<file path="src/rtl/i2c_strap_target.sv">
module i2c_strap_target #(
  parameter int         FILT   = 2,
  parameter logic [2:0] PREFIX = 3'b011
) (
  input  logic       clk,
  input  logic       rst_n,
  input  logic       scl_in,
  input  logic       sda_in,
  input  logic [1:0] strap_hi,
  input  logic [1:0] strap_lo,
  input  logic [7:0] rd_byte,
  output logic       sda_oe,
  output logic       cmd_valid,
  output logic [7:0] cmd_byte,
  output logic       wr_valid,
  output logic [7:0] wr_byte,
  output logic       rd_req
);
  typedef enum logic [2:0] {S_IDLE, S_ADDR, S_AACK, S_WDAT, S_WACK, S_TX, S_RACK} st_t;

  logic [1:0]      scl_sy, sda_sy;
  logic [FILT-1:0] scl_h, sda_h;
  logic            scl_f, sda_f, scl_d, sda_d;
  st_t             state;
  logic [3:0]      cnt;
  logic [7:0]      sr, tx;
  logic            rd, first, more;

  wire [6:0] my_addr = {PREFIX, strap_hi, strap_lo};
  wire [7:0] sr_next = {sr[6:0], sda_f};
  wire scl_rise = scl_f & ~scl_d;
  wire scl_fall = ~scl_f & scl_d;
  wire start_c  = sda_d & ~sda_f & scl_f & scl_d;
  wire stop_c   = ~sda_d & sda_f & scl_f & scl_d;

  always_ff @(posedge clk) begin
    if (!rst_n) begin
      scl_sy <= '1; sda_sy <= '1;
      scl_h  <= '1; sda_h  <= '1;
      scl_f  <= 1'b1; sda_f <= 1'b1;
      scl_d  <= 1'b1; sda_d <= 1'b1;
    end else begin
      scl_sy <= {scl_sy[0], scl_in};
      sda_sy <= {sda_sy[0], sda_in};
      scl_h  <= {scl_h[FILT-2:0], scl_sy[1]};
      sda_h  <= {sda_h[FILT-2:0], sda_sy[1]};
      if (&scl_h) scl_f <= 1'b1; else if (~|scl_h) scl_f <= 1'b0;
      if (&sda_h) sda_f <= 1'b1; else if (~|sda_h) sda_f <= 1'b0;
      scl_d <= scl_f;
      sda_d <= sda_f;
    end
  end

  always_ff @(posedge clk) begin
    if (!rst_n) begin
      state <= S_IDLE; cnt <= '0; sr <= '0; tx <= '0;
      rd <= 1'b0; first <= 1'b0; more <= 1'b0;
      sda_oe <= 1'b0; cmd_valid <= 1'b0; wr_valid <= 1'b0; rd_req <= 1'b0;
      cmd_byte <= '0; wr_byte <= '0;
    end else begin
      cmd_valid <= 1'b0;
      wr_valid  <= 1'b0;
      rd_req    <= 1'b0;
      if (start_c) begin
        state <= S_ADDR; cnt <= '0; sda_oe <= 1'b0;
      end else if (stop_c) begin
        state <= S_IDLE; sda_oe <= 1'b0;
      end else begin
        case (state)
          S_ADDR, S_WDAT: if (scl_rise) begin
            sr  <= sr_next;
            cnt <= cnt + 4'd1;
            if (cnt == 4'd7) begin
              if (state == S_ADDR) begin
                if (sr[6:0] == my_addr) begin
                  rd <= sda_f; first <= 1'b1; state <= S_AACK;
                end else begin
                  state <= S_IDLE;
                end
              end else begin
                if (first) begin cmd_valid <= 1'b1; cmd_byte <= sr_next; end
                else       begin wr_valid  <= 1'b1; wr_byte  <= sr_next; end
                first <= 1'b0;
                state <= S_WACK;
              end
            end
          end
          S_AACK, S_WACK: if (scl_fall) begin
            if (!sda_oe) sda_oe <= 1'b1;
            else begin
              cnt <= '0;
              if (state == S_AACK && rd) begin
                state <= S_TX; tx <= rd_byte; sda_oe <= ~rd_byte[7]; rd_req <= 1'b1;
              end else begin
                state <= S_WDAT; sda_oe <= 1'b0;
              end
            end
          end
          S_TX: begin
            if (scl_rise) cnt <= cnt + 4'd1;
            if (scl_fall) begin
              if (cnt == 4'd8) begin
                sda_oe <= 1'b0; state <= S_RACK;
              end else begin
                tx <= {tx[6:0], 1'b0}; sda_oe <= ~tx[6];
              end
            end
          end
          S_RACK: begin
            if (scl_rise) more <= ~sda_f;
            if (scl_fall) begin
              cnt <= '0;
              if (more) begin
                state <= S_TX; tx <= rd_byte; sda_oe <= ~rd_byte[7]; rd_req <= 1'b1;
              end else begin
                state <= S_IDLE;
              end
            end
          end
          default: ;
        endcase
      end
    end
  end
endmodule

</file>
<file path="config.mk">
export PLATFORM = sky130hd
export DESIGN_NAME = i2c_strap_target
export DESIGN_NICKNAME = d
export VERILOG_FILES = /design/src/rtl/i2c_strap_target.sv
export SDC_FILE = /design/constraint.sdc
export NUM_CORES = 1
export LEC_CHECK = 0
export CAP_MARGIN = 30
export CORE_MARGIN = 3
export CORE_UTILIZATION = 49
export DETAILED_ROUTE_END_ITERATION = 16
export HOLD_SLACK_MARGIN = 0.12
export PLACE_DENSITY = 0.73
export SKIP_LAST_GASP = 1
export SLEW_MARGIN = 20
export SYNTH_ARGS = -nofsm -noshare
export SYNTH_HDL_FRONTEND = slang
export SYNTH_SLANG_ARGS = --single-unit
</file>
<file path="constraint.sdc">
create_clock -name clk -period 1.5 [get_ports clk]
set_input_delay 0.15 -clock clk [delete_from_list [all_inputs] [get_ports clk]]
set_output_delay 0.15 -clock clk [all_outputs]
set_load 0.1 [all_outputs]
</file>
==> results.md, run 1 <==
- The average cell area after synthesis is just under 9 sq um.
- The global-route wire length before repair is roughly 10,000 microns.
- Across the VDD grid, the largest voltage drop is 0.0007344 V.
- In this run the standard cell core region covers approximately 5000 sq um.
- The maximum fanout encountered on the critical timing path is 7.
- Once routing completed, OpenROAD measured the worst setup slack at -0.2422 ns.
- The number of global-route vias before repair is between 2,000 and 2,500.
- The sort of element at the end of the critical path is a flip-flop.
- The startpoint type of the worst setup path is a flip-flop.
- The share of total power dissipated in combinational logic is 0.040.
- Across all layers, the routed design uses 2,428 vias.
- The number of flops mapped to enable cells by yosys is 0.
- The HPWL reported at the end of detailed placement is approximately 4500 microns.
- The source of the worst hold timing path is sda_in.
- The number of placed instances, taps included is 419.
- In this run the worst setup path begins at scl_f.
- The first routing iteration left 174 violations.
- The checks that failed: setup timing.
- The netlist uses 52 different library cells.
- After synthesis the cells add up to ~2600 sq um.
- For the pin with the worst max-slew slack, the measured transition is just over 0.5 ns.
- For this configuration, the core starts out at a cell density of 0.5264.
- The synthesized flop and latch total is 56.
- Summed over all layers, the global routing overflow is 0.
- The antenna diode count is 0.
- No sink is reached through more buffers than the 2 on the longest clock path.
- The clock power share is 0.342.
- The CTS sink count is 56.
- The number of port buffers is 35.
- The power density relative to cell area is between 600 and 700 nW/um^2.
- The later pin in the worst-skew pair is clocked with a latency of roughly 0.30 ns.
- TritonCTS built the clock tree.
- The core occupancy in the finished layout is 0.7872.
- The proportion of total power due to net switching is 0.2218.
- The net switching power is roughly 0.53 mW.
- In this run the worst hold path is classified as in -> reg.
- For this run, the register share of the synthesized area comes to 0.4364.
- After routing the design area is slightly below 4000 sq um.
- The leakage power of the design is between 1.5 and 2 nW.
- In this run the critical register-to-register path is launched from scl_f.
- Clock tree synthesis inserted a total of 5 buffers.
- The count of final hold-check violations is 0.
- The die area is just over 6000 sq um.
- The count of pins on the block boundary is 36.
- The weighted congestion at the end of routability-driven global placement is approximately 0.9.
- The normalized max-slew margin is 0.6576.
- The cell-internal power is about 1.9 mW.
- Setup violations remaining at the end of the flow were counted as 28.
- The run finished, with violations left.
- In the synthesized netlist the dominant register cell turns out to be dfxtp_1.
- Counting every instance in the synthesized netlist gives 290.
- Of the total power, registers draw 0.618.
- The initial antenna violation count is 0.
- The final routed wirelength across all metal layers is 6853 microns.
- The maximum achievable frequency is 0.5740 GHz.
- The post-cts hold buffer count is 0.
- Before antenna repair, the detailed router went through 5 iterations.
- For the worst setup path, the data required time is roughly 1.7 ns.
- In the post-synthesis netlist, the biggest area contributors are dfxtp_1 44%, mux2i_1 11%, nor2_1 6.4%, nand2_1 3.4%, nand3_1 2.7%.
- The count of pins over their slew limit came to 0.
- The final period utilization is 1.161.
- The share of synthesized area in the top cell type comes to 0.4364.
- The tool flagged a number of max-cap violations equal to 0.
- Entering global routing, the biggest net connects 25 pins.
- For this run, the number of Yosys warnings is 0.
- After detailed routing, the number of vias per cell comes to 5.543.
- The count of H-tree levels built during CTS is 2.
- The classification of the worst setup path is reg -> reg.
- The arrival time at the worst endpoint is between 1.5 and 2 ns.
- In this run the remaining antenna-violating nets after routing total 0.
- The area growth from synthesis to layout is 49.54%.
- The shortest period the worst path allows is between 1.5 and 2 ns.
- Clock-pin slew was measured on the worst setup and hold paths at 0.10 ns.
- The combined global-route utilization of all metal layers is 0.2136.
- In the routed design, unresolved DRC markers number 0.
- CTS placed an instance of clkbuf_8 at the clock tree root.
- The total cell area at the placement stage is about 3500 sq um.
- Power comes to ~2.4 mW.
- After detailed routing, the average wire length per cell comes to ~16 microns.
- Setup repair after global routing could not meet its margin everywhere.
- The synthesized design spends more area on one cell type than any other, namely dfxtp_1.
- In this run the horizontal extent of the chip is ~78 microns.
- Measured along the y axis, the die boundary spans 78.41 microns.
- Counting every net in the synthesized netlist gives between 300 and 400.
- For this run, the post-layout net count is a little under 400.
- The worst setup timing slack at the placement stage is -0.1262 ns.
- In the final layout, the share of cells above drive strength 1 is 0.3423.
- The worst-case clock skew is approximately 0.0057 ns.
- After synthesis, the share of flip-flops with an asynchronous set or reset is 0.
- The post-layout instance count excluding filler cells is around 440.
- The number of placement rows is 25.
==> worst max-delay path, stage by stage, from the launching register on <==
cell	delay, ns
dfxtp_2	0.36
buf_4	0.14
nand2b_1	0.23
o21ai_2	0.24
and4_4	0.29
buf_4	0.13
mux2i_1	0.19
nor2_1	0.06
==> per-stage QoR <==
step | hold slack, ns | TNS, ns
finish | 0.4070 | -2.378
global route | 0.4108 | -3.992
CTS | 0.4011 | -0.8321
detailed placement | 0.3971 | -2.250
global placement | 0.3926 | -0.9554
floorplan | 0.2230 | -1.115
==> layer usage <==
metal | track usage | vias to the layer above | wire length, microns
met1 | 0.2893 | 1159 | 3112
met4 | 0.06294 | 0 | 108
li1 | - | 1173 | -
met2 | 0.3433 | 86 | 3265
met5 | 0 | - | 0
met3 | 0.04472 | 10 | 366
==> area by class of cell <==
type	count	area, sq um
Fill cell	317	1039
Multi-Input combinational cell	209	1481
Sequential cell	56	1137
Inverter	6	22.52
Clock buffer	6	72.57
Clock inverter	2	13.76
Timing Repair Buffer	92	1030
Tap cell	67	83.83
==> flip-flops by register name, indices dropped and copies added, names as in the netlist <==
signal and count:
sda_sy 2, tx 7, sda_d 1, scl_d 1
sda_f 1, state 3, rd 1, wr_valid 1
more 1, cmd_byte 8, first 1, wr_byte 8
sda_h 2, scl_h 2, rd_req 1, sda_oe 1
scl_sy 2, cmd_valid 1, scl_f 1, sr 7
cnt 4
==> placed cells by master (no fill, tap or decap), types with 3 or more instances in the layout <==
cell type         n
a21oi_1           8
a21oi_2           3
a311oi_1          4
a311oi_2          3
a31oi_1           5
buf_12           22
buf_4            49
buf_6             5
clkbuf_8          5
clkdlybuf4s50_1  15
dfxtp_1          49
dfxtp_2           4
dfxtp_4           3
inv_1             4
mux2i_1          25
nand2_1          22
nand2b_1         10
nand3_1          12
nor2_1           42
nor2b_1           4
nor3_1            5
o21ai_0           4
o21ai_1           4
xor2_1            5
==> kinds of logic (layout without fill, tap and decap cells) <==
| logic type | count (synthesis) | after routing | synth area share |
|---|---|---|---|
| buffers and inverters | 26 | 106 | 0.05114 |
| AND/OR/NAND/NOR | 125 | 126 | 0.2474 |
| flip-flops | 56 | 56 | 0.4364 |
| adder cells (fa/ha/maj) | 3 | 3 | 0.01364 |
| AO/OA/AOI/OAI | 47 | 47 | 0.1247 |
| multiplexers | 28 | 28 | 0.1096 |
| XOR/XNOR | 5 | 5 | 0.01705 |
==> synth_stat cells (2+ instances only) <==
master	n
nor2_1	44
and2b_1	2
nand2b_1	10
buf_4	3
a21oi_1	11
a31oi_1	6
mux2i_1	27
buf_2	5
or3b_1	2
nor3b_1	2
nor3_1	7
nand2_1	23
o211ai_1	2
xor2_1	5
nand3_1	14
and3b_1	2
nor2b_1	4
and3_1	2
o21ai_0	7
a311oi_1	6
and2_1	2
clkbuf_1	9
or3_1	2
ha_1	2
inv_1	5
o21ai_1	3
dfxtp_1	56
a221o_1	2
buf_6	2
==> final timing paths <==
kind / endpoint / slack (ns) / depth (start not counted)
setup reg to reg: tx[0] / -0.24 / 7
hold / removal: sda_sy[0] / 0.41 / 2
setup / recovery: tx[0] / -0.24 / 7
hold reg to reg: sda_sy[1] / 0.42 / 1
==> power by group through the flow <==
stage,clock network (mW),logic [mW],registers [mW]
after floorplan,0,0.0323,1.53
after global placement,0,0.0935,1.53
after detailed placement,0,0.0942,1.53
after CTS,0.839,0.0956,1.49
after global routing,0.893,0.104,1.49
final,0.823,0.0974,1.49
==> what timing repair did <==
item                       CTS  global route
pin swaps                   14             9
setup buffers                3             7
resized for setup           23            21
gates cloned                 1             0
setup endpoints to repair   29            31
Power figures use the tool's default switching activity.
==> run 2, diff against run 1 <==
Settings changed: MAX_ROUTING_LAYER set to met4.
==> run 2 against run 1 <==
  * The run still ends with setup timing left
  * Global-route usage is 0.59 points higher
  * Sequential share of layout area is the same
  * Critical path depth unchanged
  * Worst setup slack worse by 0.0019 ns
  * Hold slack lost 0.00059 ns
  * Clock power is essentially flat
  * Largest power group unchanged
==> results.md, run 2 (same netlist as run 1, synthesis figures left out) <==
- The fraction of final layout cells sized beyond drive strength 1 came to 0.3423 (unchanged).
- The area of the core is 4880 sq um (unchanged).
- The combined global-route utilization of all metal layers is 0.2195 (+0.005867).
- The HPWL reported at the end of detailed placement is 4495 microns (unchanged).
- The fraction of met1 tracks used by global routing is 0.2907 (+0.001436).
- The number of detailed-routing iterations run before antenna repair is 5 (unchanged).
- Setup repair after global routing could not meet its margin everywhere.
- The cell sitting at the root of the clock tree is a clkbuf_8.
- The maximum achievable frequency is 0.5733 GHz (-0.11%).
- The die height is 78.41 microns (unchanged).
- The count of final hold-check violations came to 0 (unchanged).
- The worst setup path is captured at a flip-flop.
- The initial core utilization came to 0.5264 (unchanged).
- The leakage power of the design is 1.569 nW (unchanged).
- The worst setup timing slack at the placement stage is -0.1262 ns (unchanged).
- The largest stage delay on the critical path came to 0.36 ns (about the same).
- The top cell types in the final layout, fill and taps aside, are 49 x dfxtp_1, 49 x buf_4, 42 x nor2_1.
- The number of port buffers came to 35 (unchanged).
- The required time at the endpoint of the critical path is 1.71 ns (about the same).
- The number of placed instances, taps included was 419 (unchanged).
- The shortest period the worst path allows is 1.744 ns (+0.001917 ns).
- The worst-case clock skew came to 0.005556 ns (-0.0001092 ns).
- The final worst-path setup slack came to -0.2442 ns (-0.001917 ns).
- The cell with the largest stage delay on the worst path is dfxtp_2.
- The overall overflow remaining after global route was 0 (unchanged).
- The critical path in this run is classified as reg -> reg.
- The transition time of the tightest slew-check pin is 0.4927 ns (-0.01559 ns).
- The met2 usage is 0.3433 (unchanged).
- The remaining antenna violation count is 0 (unchanged).
- The count of pins on the block boundary is 36 (unchanged).
- The number of placement rows is 25 (unchanged).
- The post-synthesis to final-layout area growth is 49.54% (unchanged).
- The via total after detailed routing is 2,428 (unchanged).
- The initial antenna violation count is 0 (unchanged).
- The count of unresolved DRC violations after routing is 0 (unchanged).
- The number of max-cap violations is 0 (unchanged).
- The maximum vdd drop is 0.0007344 V (about the same).
- The net count reported at finish is 388 (unchanged).
- The clock latency at the later pin of the worst-skew pair is 0.31 ns (about the same).
- The arrival time at the worst endpoint is 1.95 ns (about the same).
- The weighted congestion at the end of routability-driven global placement is 0.8960 (+1.7%).
- The run finished, with violations left.
- The antenna diode count is 0 (unchanged).
- The busiest layer in global routing is met2.
- The number of filler cells placed in the layout is 317 (unchanged).
- The most numerous cell on the critical path is buf_4.
- The summed negative setup slack over all endpoints was -2.345 ns (+0.03253 ns).
- The clock transition at the registers of the reported paths is 0.10 ns (about the same).
- The final period utilization came to 1.163 (+0.001278).
- The worst min-delay path class is in -> reg.
- The die area is 6147 sq um (unchanged).
- The final routed wirelength across all metal layers is 6832 microns (-0.31%).
- The power density relative to cell area was 627.9 nW/um^2 (about the same).
- The normalized max-slew margin was 0.6681 (+0.01050).
- The global-route wire length before repair is 10,470 microns (about the same).
- The maximum fanout encountered on the critical timing path is 7 (unchanged).
- The detail-routed net length per standard cell is 15.60 microns (-0.31%).
- The count of H-tree levels built during CTS is 2 (unchanged).
- The maximum clock path buffer count is 2 (unchanged).
- The post-layout instance count excluding filler cells was 438 (unchanged).
- The largest registers in the layout are cmd_byte: 8 flops, wr_byte: 8 flops.
- The starting DRC count in detailed routing came to 173 (-0.57%).
- The final setup violation count is 28 (unchanged).
- TritonCTS built the clock tree.
- The TritonCTS buffer count was 5 (unchanged).
- The startpoint type of the worst setup path is a flip-flop.
- The met3 track demand over resource came to 0.04243 (-0.002294).
- The number of global-route vias before repair was 2,258 (+0.044%).
- The CTS sink count was 56 (unchanged).
- The post-cts hold buffer count is 0 (unchanged).
- The final reports fail on setup timing.
- The signal on the critical path passes through buf_4 -> nand2b_1 -> o21ai_2 -> and4_4 -> buf_4 -> mux2i_1 -> nor2_1.
- The pin count of the biggest net entering global routing came to 25 (unchanged).
- The overall die width is 78.41 microns (unchanged).
- The count of pins over their slew limit is 0 (unchanged).
- The via count normalized by instance count is 5.543 (unchanged).
-- run 2: routing by layer --
layer | routed length, microns | vias to the layer above | part of all wire
met5 | 0 | - | 0
met2 | 3251 | 82 | 0.48
met3 | 334 | 10 | 0.049
met4 | 108 | 0 | 0.016
met1 | 3137 | 1163 | 0.46
li1 | - | 1173 | -
-- run 2: what timing repair did --
item | in CTS | in global routing
buffers inserted | 3 | 7
setup endpoints to repair | 29 | 31
pin swaps | 14 | 9
cloned | 1 | 0
gates resized for setup | 23 | 21
-- run 2: layout make-up --
class | instances | area (sq um) | share of cell area
tap | 67 | 83.83 | 0.02182
clock inverter | 2 | 13.76 | 0.003583
clock buffer | 6 | 72.57 | 0.01889
multi-input combinational | 209 | 1481 | 0.3857
sequential | 56 | 1137 | 0.2961
inverter | 6 | 22.52 | 0.005863
timing repair buffer | 92 | 1030 | 0.2681
-- run 2: final timing paths --
kind | startpoint | end | slack [ns] | depth (start not counted)
max | scl_f | tx[0] | -0.24 | 7
min | sda_in | sda_sy[0] | 0.41 | 2
max reg2reg | scl_f | tx[0] | -0.24 | 7
min reg2reg | sda_sy[0] | sda_sy[1] | 0.42 | 1
-- run 2: critical path, delay by kind of cell, from the launching register on --
family,cells,cell delay (ns)
mux,1,0.19
simple gates,3,0.57
compound gates,1,0.24
buf+inv,2,0.27
flops,1,0.36
-- run 2: through the flow --
stage	cell area (sq um)	utilization	power (mW)	hold slack [ns]
floorplan	2633	-	1.560	0.2230
global placement	3505	0.7182	1.621	0.3926
detailed placement	3505	0.7182	1.622	0.3971
CTS	3704	0.7590	2.424	0.4011
global route	3841	0.7872	2.488	0.4108
finish	3841	0.7872	2.412	0.4064
-- run 2: where the power goes --
part	internal [mW]	leakage [nW]	switching, mW
clock network	0.334	0.0456	0.490
logic	0.0538	1.07	0.0436
registers	1.49	0.455	0.00227
total	1.88	1.57	0.536
==> run 3, diff against run 2 <==
Settings changed: ABC_AREA set to 1, CELL_PAD_IN_SITES_DETAIL_PLACEMENT set to 0, CELL_PAD_IN_SITES_GLOBAL_PLACEMENT set to 1, CORE_UTILIZATION 49 to 35, PLACE_DENSITY 0.73 to 0.72.
==> run 3 against run 2 <==
  * The flow still finishes with violations (setup timing)
  * Critical path depth rose by 4
  * Total power rose by 1.1%
  * Sequential share of layout area rose by 0.33 points
==> results.md, run 3 <==
- The worst min-delay path class is in -> reg.
- The commonest cells after synthesis are 72 x nand2_1, 56 x dfxtp_1, 52 x nor2_1, 37 x nand3_1, 31 x a21oi_1.
- The final period utilization is 1.000 (-0.1624).
- Among all flip-flop cells after synthesis, the most frequent one is dfxtp_1.
- The HPWL reported at the end of detailed placement is 4744 microns (+5.6%).
- The maximum fanout encountered on the critical timing path is 5 (-2).
- The initial antenna violation count is 0 (unchanged).
- The leakage power of the design is 1.602 nW (+2.2%).
- The final worst-path setup slack is -0.0005330 ns (+0.2436 ns).
- The remaining antenna violation count is 0 (unchanged).
- The synthesized instance count is 345 (+19%).
- The largest registers in the layout are cmd_byte: 8 flops, wr_byte: 8 flops.
- The post-synth net total is 363 (+18%).
- The net count reported at finish came to 451 (+16%).
- Leaving out fill and tap cells, the most frequent cells in the layout are 67 x nand2_1, 47 x nor2_1, 47 x dfxtp_1, 47 x buf_4, 33 x nand3_1.
- The die height came to 90.56 microns (+15%).
- The normalized max-slew margin came to 0.7962 (+0.1281).
- The CTS sink count came to 56 (unchanged).
- The detail-routed net length per standard cell is 11.97 microns (-23%).
- The maximum vdd drop is 0.0004741 V (-35%).
- The checks that failed: setup timing.
- The count of pins over their slew limit is 0 (unchanged).
- The area of the core was 6869 sq um (+41%).
- The number of flops mapped to enable cells by yosys is 0 (unchanged).
- The startpoint identified for the worst hold timing path is sda_in.
- The transition time of the tightest slew-check pin is 0.3053 ns (-0.1873 ns).
- The number of placement rows is 30 (+20%).
- The number of detailed-routing iterations run before antenna repair is 4 (-1).
- The run finished, with violations left.
- The worst setup timing slack at the placement stage came to -0.1333 ns (-0.007150 ns).
- The cell area after layout is 3816 sq um (-0.65%).
- The critical path in this run is classified as reg -> reg.
- The number of port buffers came to 35 (unchanged).
- The final routed wirelength across all metal layers is 6332 microns (-7.3%).
- From synthesis to final layout, the design area changed by 52.50%.
- The overall die width came to 90.56 microns (+15%).
- The die area was 8200 sq um (+33%).
- The TritonCTS buffer count is 5 (unchanged).
- The met2 usage came to 0.2427 (-0.1006).
- The shortest period the worst path allows is 1.501 ns (-0.2436 ns).
- The portion of synthesized cell area occupied by the leading cell type is 0.4480 (+0.01157).
- The overall overflow remaining after global route is 0 (unchanged).
- The final setup violation count is 1 (-96%).
- The met3 track demand over resource is 0.02917 (-0.01326).
- TritonCTS built the clock tree.
- The worst-case clock skew is 0.01146 ns (+0.005903 ns).
- The number of max-cap violations is 0 (unchanged).
- The worst register-to-register path begins at cnt[0].
- The combined global-route utilization of all metal layers is 0.1655 (-0.05398).
- The total standard cell area after synthesis came to 2502 sq um (-2.6%).
- By instance count, the leading cell after synthesis is nand2_1.
- The via total after detailed routing is 2,497 (+2.8%).
- The global-route wire length before repair is 11,010 microns (+5.1%).
- The maximum clock path buffer count is 2 (unchanged).
- The critical path starts at cnt[0].
- The clock latency at the later pin of the worst-skew pair is 0.31 ns (about the same).
- The clock transition at the registers of the reported paths is 0.10 ns (about the same).
- The count of unique library cells instantiated by Yosys is 32 (-38%).
- The required time at the endpoint of the critical path came to 1.72 ns (about the same).
- The via count normalized by instance count is 4.720 (-15%).
- Leaving out fill and tap cells, the most frequent cell in the layout is nand2_1.
- Setup repair after global routing could not meet its margin everywhere.
- Yosys attributes the largest share of cell area to dfxtp_1 45%, nand2_1 11%, nor2_1 7.8%, nand3_1 7.4%, a21oi_1 6.2%.
- The synthesized flop and latch total came to 56 (unchanged).
- The arrival time at the worst endpoint is 1.72 ns (-0.23 ns).
- The pin count of the biggest net entering global routing came to 18 (-28%).
- The busiest layer in global routing is met2.
- Of all cell types, the one taking the most synthesized area is dfxtp_1.
- STA classifies the critical path startpoint as a flip-flop.
- The count of unresolved DRC violations after routing is 0 (unchanged).
- The power density relative to cell area is 638.6 nW/um^2 (+1.7%).
- The count of pins on the block boundary was 36 (unchanged).
- The starting DRC count in detailed routing is 104 (-40%).
- The core occupancy in the finished layout was 0.5556 (-0.2316).
- The fraction of final layout cells sized beyond drive strength 1 is 0.3326 (-0.009755).
- The sort of element at the end of the critical path is a flip-flop.
- The number of global-route vias before repair is 2,384 (+5.6%).
- The count of H-tree levels built during CTS is 2 (unchanged).
- The fraction of met1 tracks used by global routing was 0.2334 (-0.05730).
- The Yosys warning count is 0 (unchanged).
- The total cell area at the placement stage is 3518 sq um (+0.39%).
- The proportion of synthesized chip area in sequential cells is 0.4480 (+0.01157).
- The maximum achievable frequency came to 0.6664 GHz (+16%).
- The weighted congestion at the end of routability-driven global placement came to 0.8694 (-3.0%).
- The cell sitting at the root of the clock tree is a clkbuf_8.
- The average cell area after synthesis is 7.253 sq um (-18%).
- The initial core utilization is 0.3643 (-0.1621).
- The proportion of synthesized flip-flops having asynchronous set or reset came to 0 (unchanged).
- The count of final hold-check violations is 0 (unchanged).
- The antenna diode count is 0 (unchanged).
-- run 3: critical path, stage by stage (launching register included) --
cell	delay [ns]
dfxtp_2	0.36
inv_2	0.05
ha_4	0.16
nand2_4	0.07
nor2_4	0.04
o21ai_2	0.12
nand3_2	0.12
buf_6	0.14
nor2_4	0.15
nand3_1	0.09
nand2_1	0.07
nor2_1	0.03
-- run 3: what timing repair did --
action / 4_1_cts / 5_1_grt
pin swaps: 6 / 10
resized for setup: 31 / 25
setup endpoints to repair: 30 / 30
setup buffers: 1 / 2
cloned: 1 / 1
hold buffers: 0 / 0
-- run 3: layer usage --
layer / wire [microns] / vias up
li1: - / 1302
met1: 3180 / 1153
met2: 2885 / 33
met3: 200 / 9
met4: 66 / 0
met5: 0 / -
-- run 3: final cells by class --
class	count	area, sq um
Fill cell	665	3053
Sequential cell	56	1142
Tap cell	96	120.1
Timing Repair Buffer	90	993.5
Inverter	26	100.1
Multi-Input combinational cell	254	1375
Clock inverter	2	16.27
Clock buffer	5	68.82
-- run 3: power by group --
group          switching (mW)  internal [mW]  total (mW)
Clock                   0.507          0.327       0.834
Combinational          0.0490         0.0648       0.114
Sequential            0.00268           1.49        1.49
Total                   0.559           1.88        2.44
-- run 3: kinds of logic after synthesis --
group / share of synthesized area
AOI/OAI and AO/OA: 0.1090
xor gates and xnor gates: 0.01750
adders and majority gates: 0.009998
buffers and inverters: 0.05950
DFF: 0.4480
and+or+nand+nor: 0.3560
-- run 3: final timing paths --
path	end	slack [ns]	cells after the start
max reg2reg	tx[3]	-0.0005	11
min	sda_sy[0]	0.40	2
min reg2reg	scl_h[0]	0.42	1
max	tx[3]	-0.0005	11
-- run 3: through the flow --
stage / total power [mW] / cells / TNS [ns] / hold WS (ns)
5_1_grt: 2.534 / 529 / -1.907 / 0.4171
3_5_place_dp: 1.640 / 517 / -1.700 / 0.4015
2_1_floorplan: 1.575 / 345 / 0 / 0.2566
6_report: 2.437 / 529 / -0.0005330 / 0.4035
4_1_cts: 2.468 / 526 / 0 / 0.3917
3_3_place_gp: 1.639 / 517 / -1.157 / 0.3965
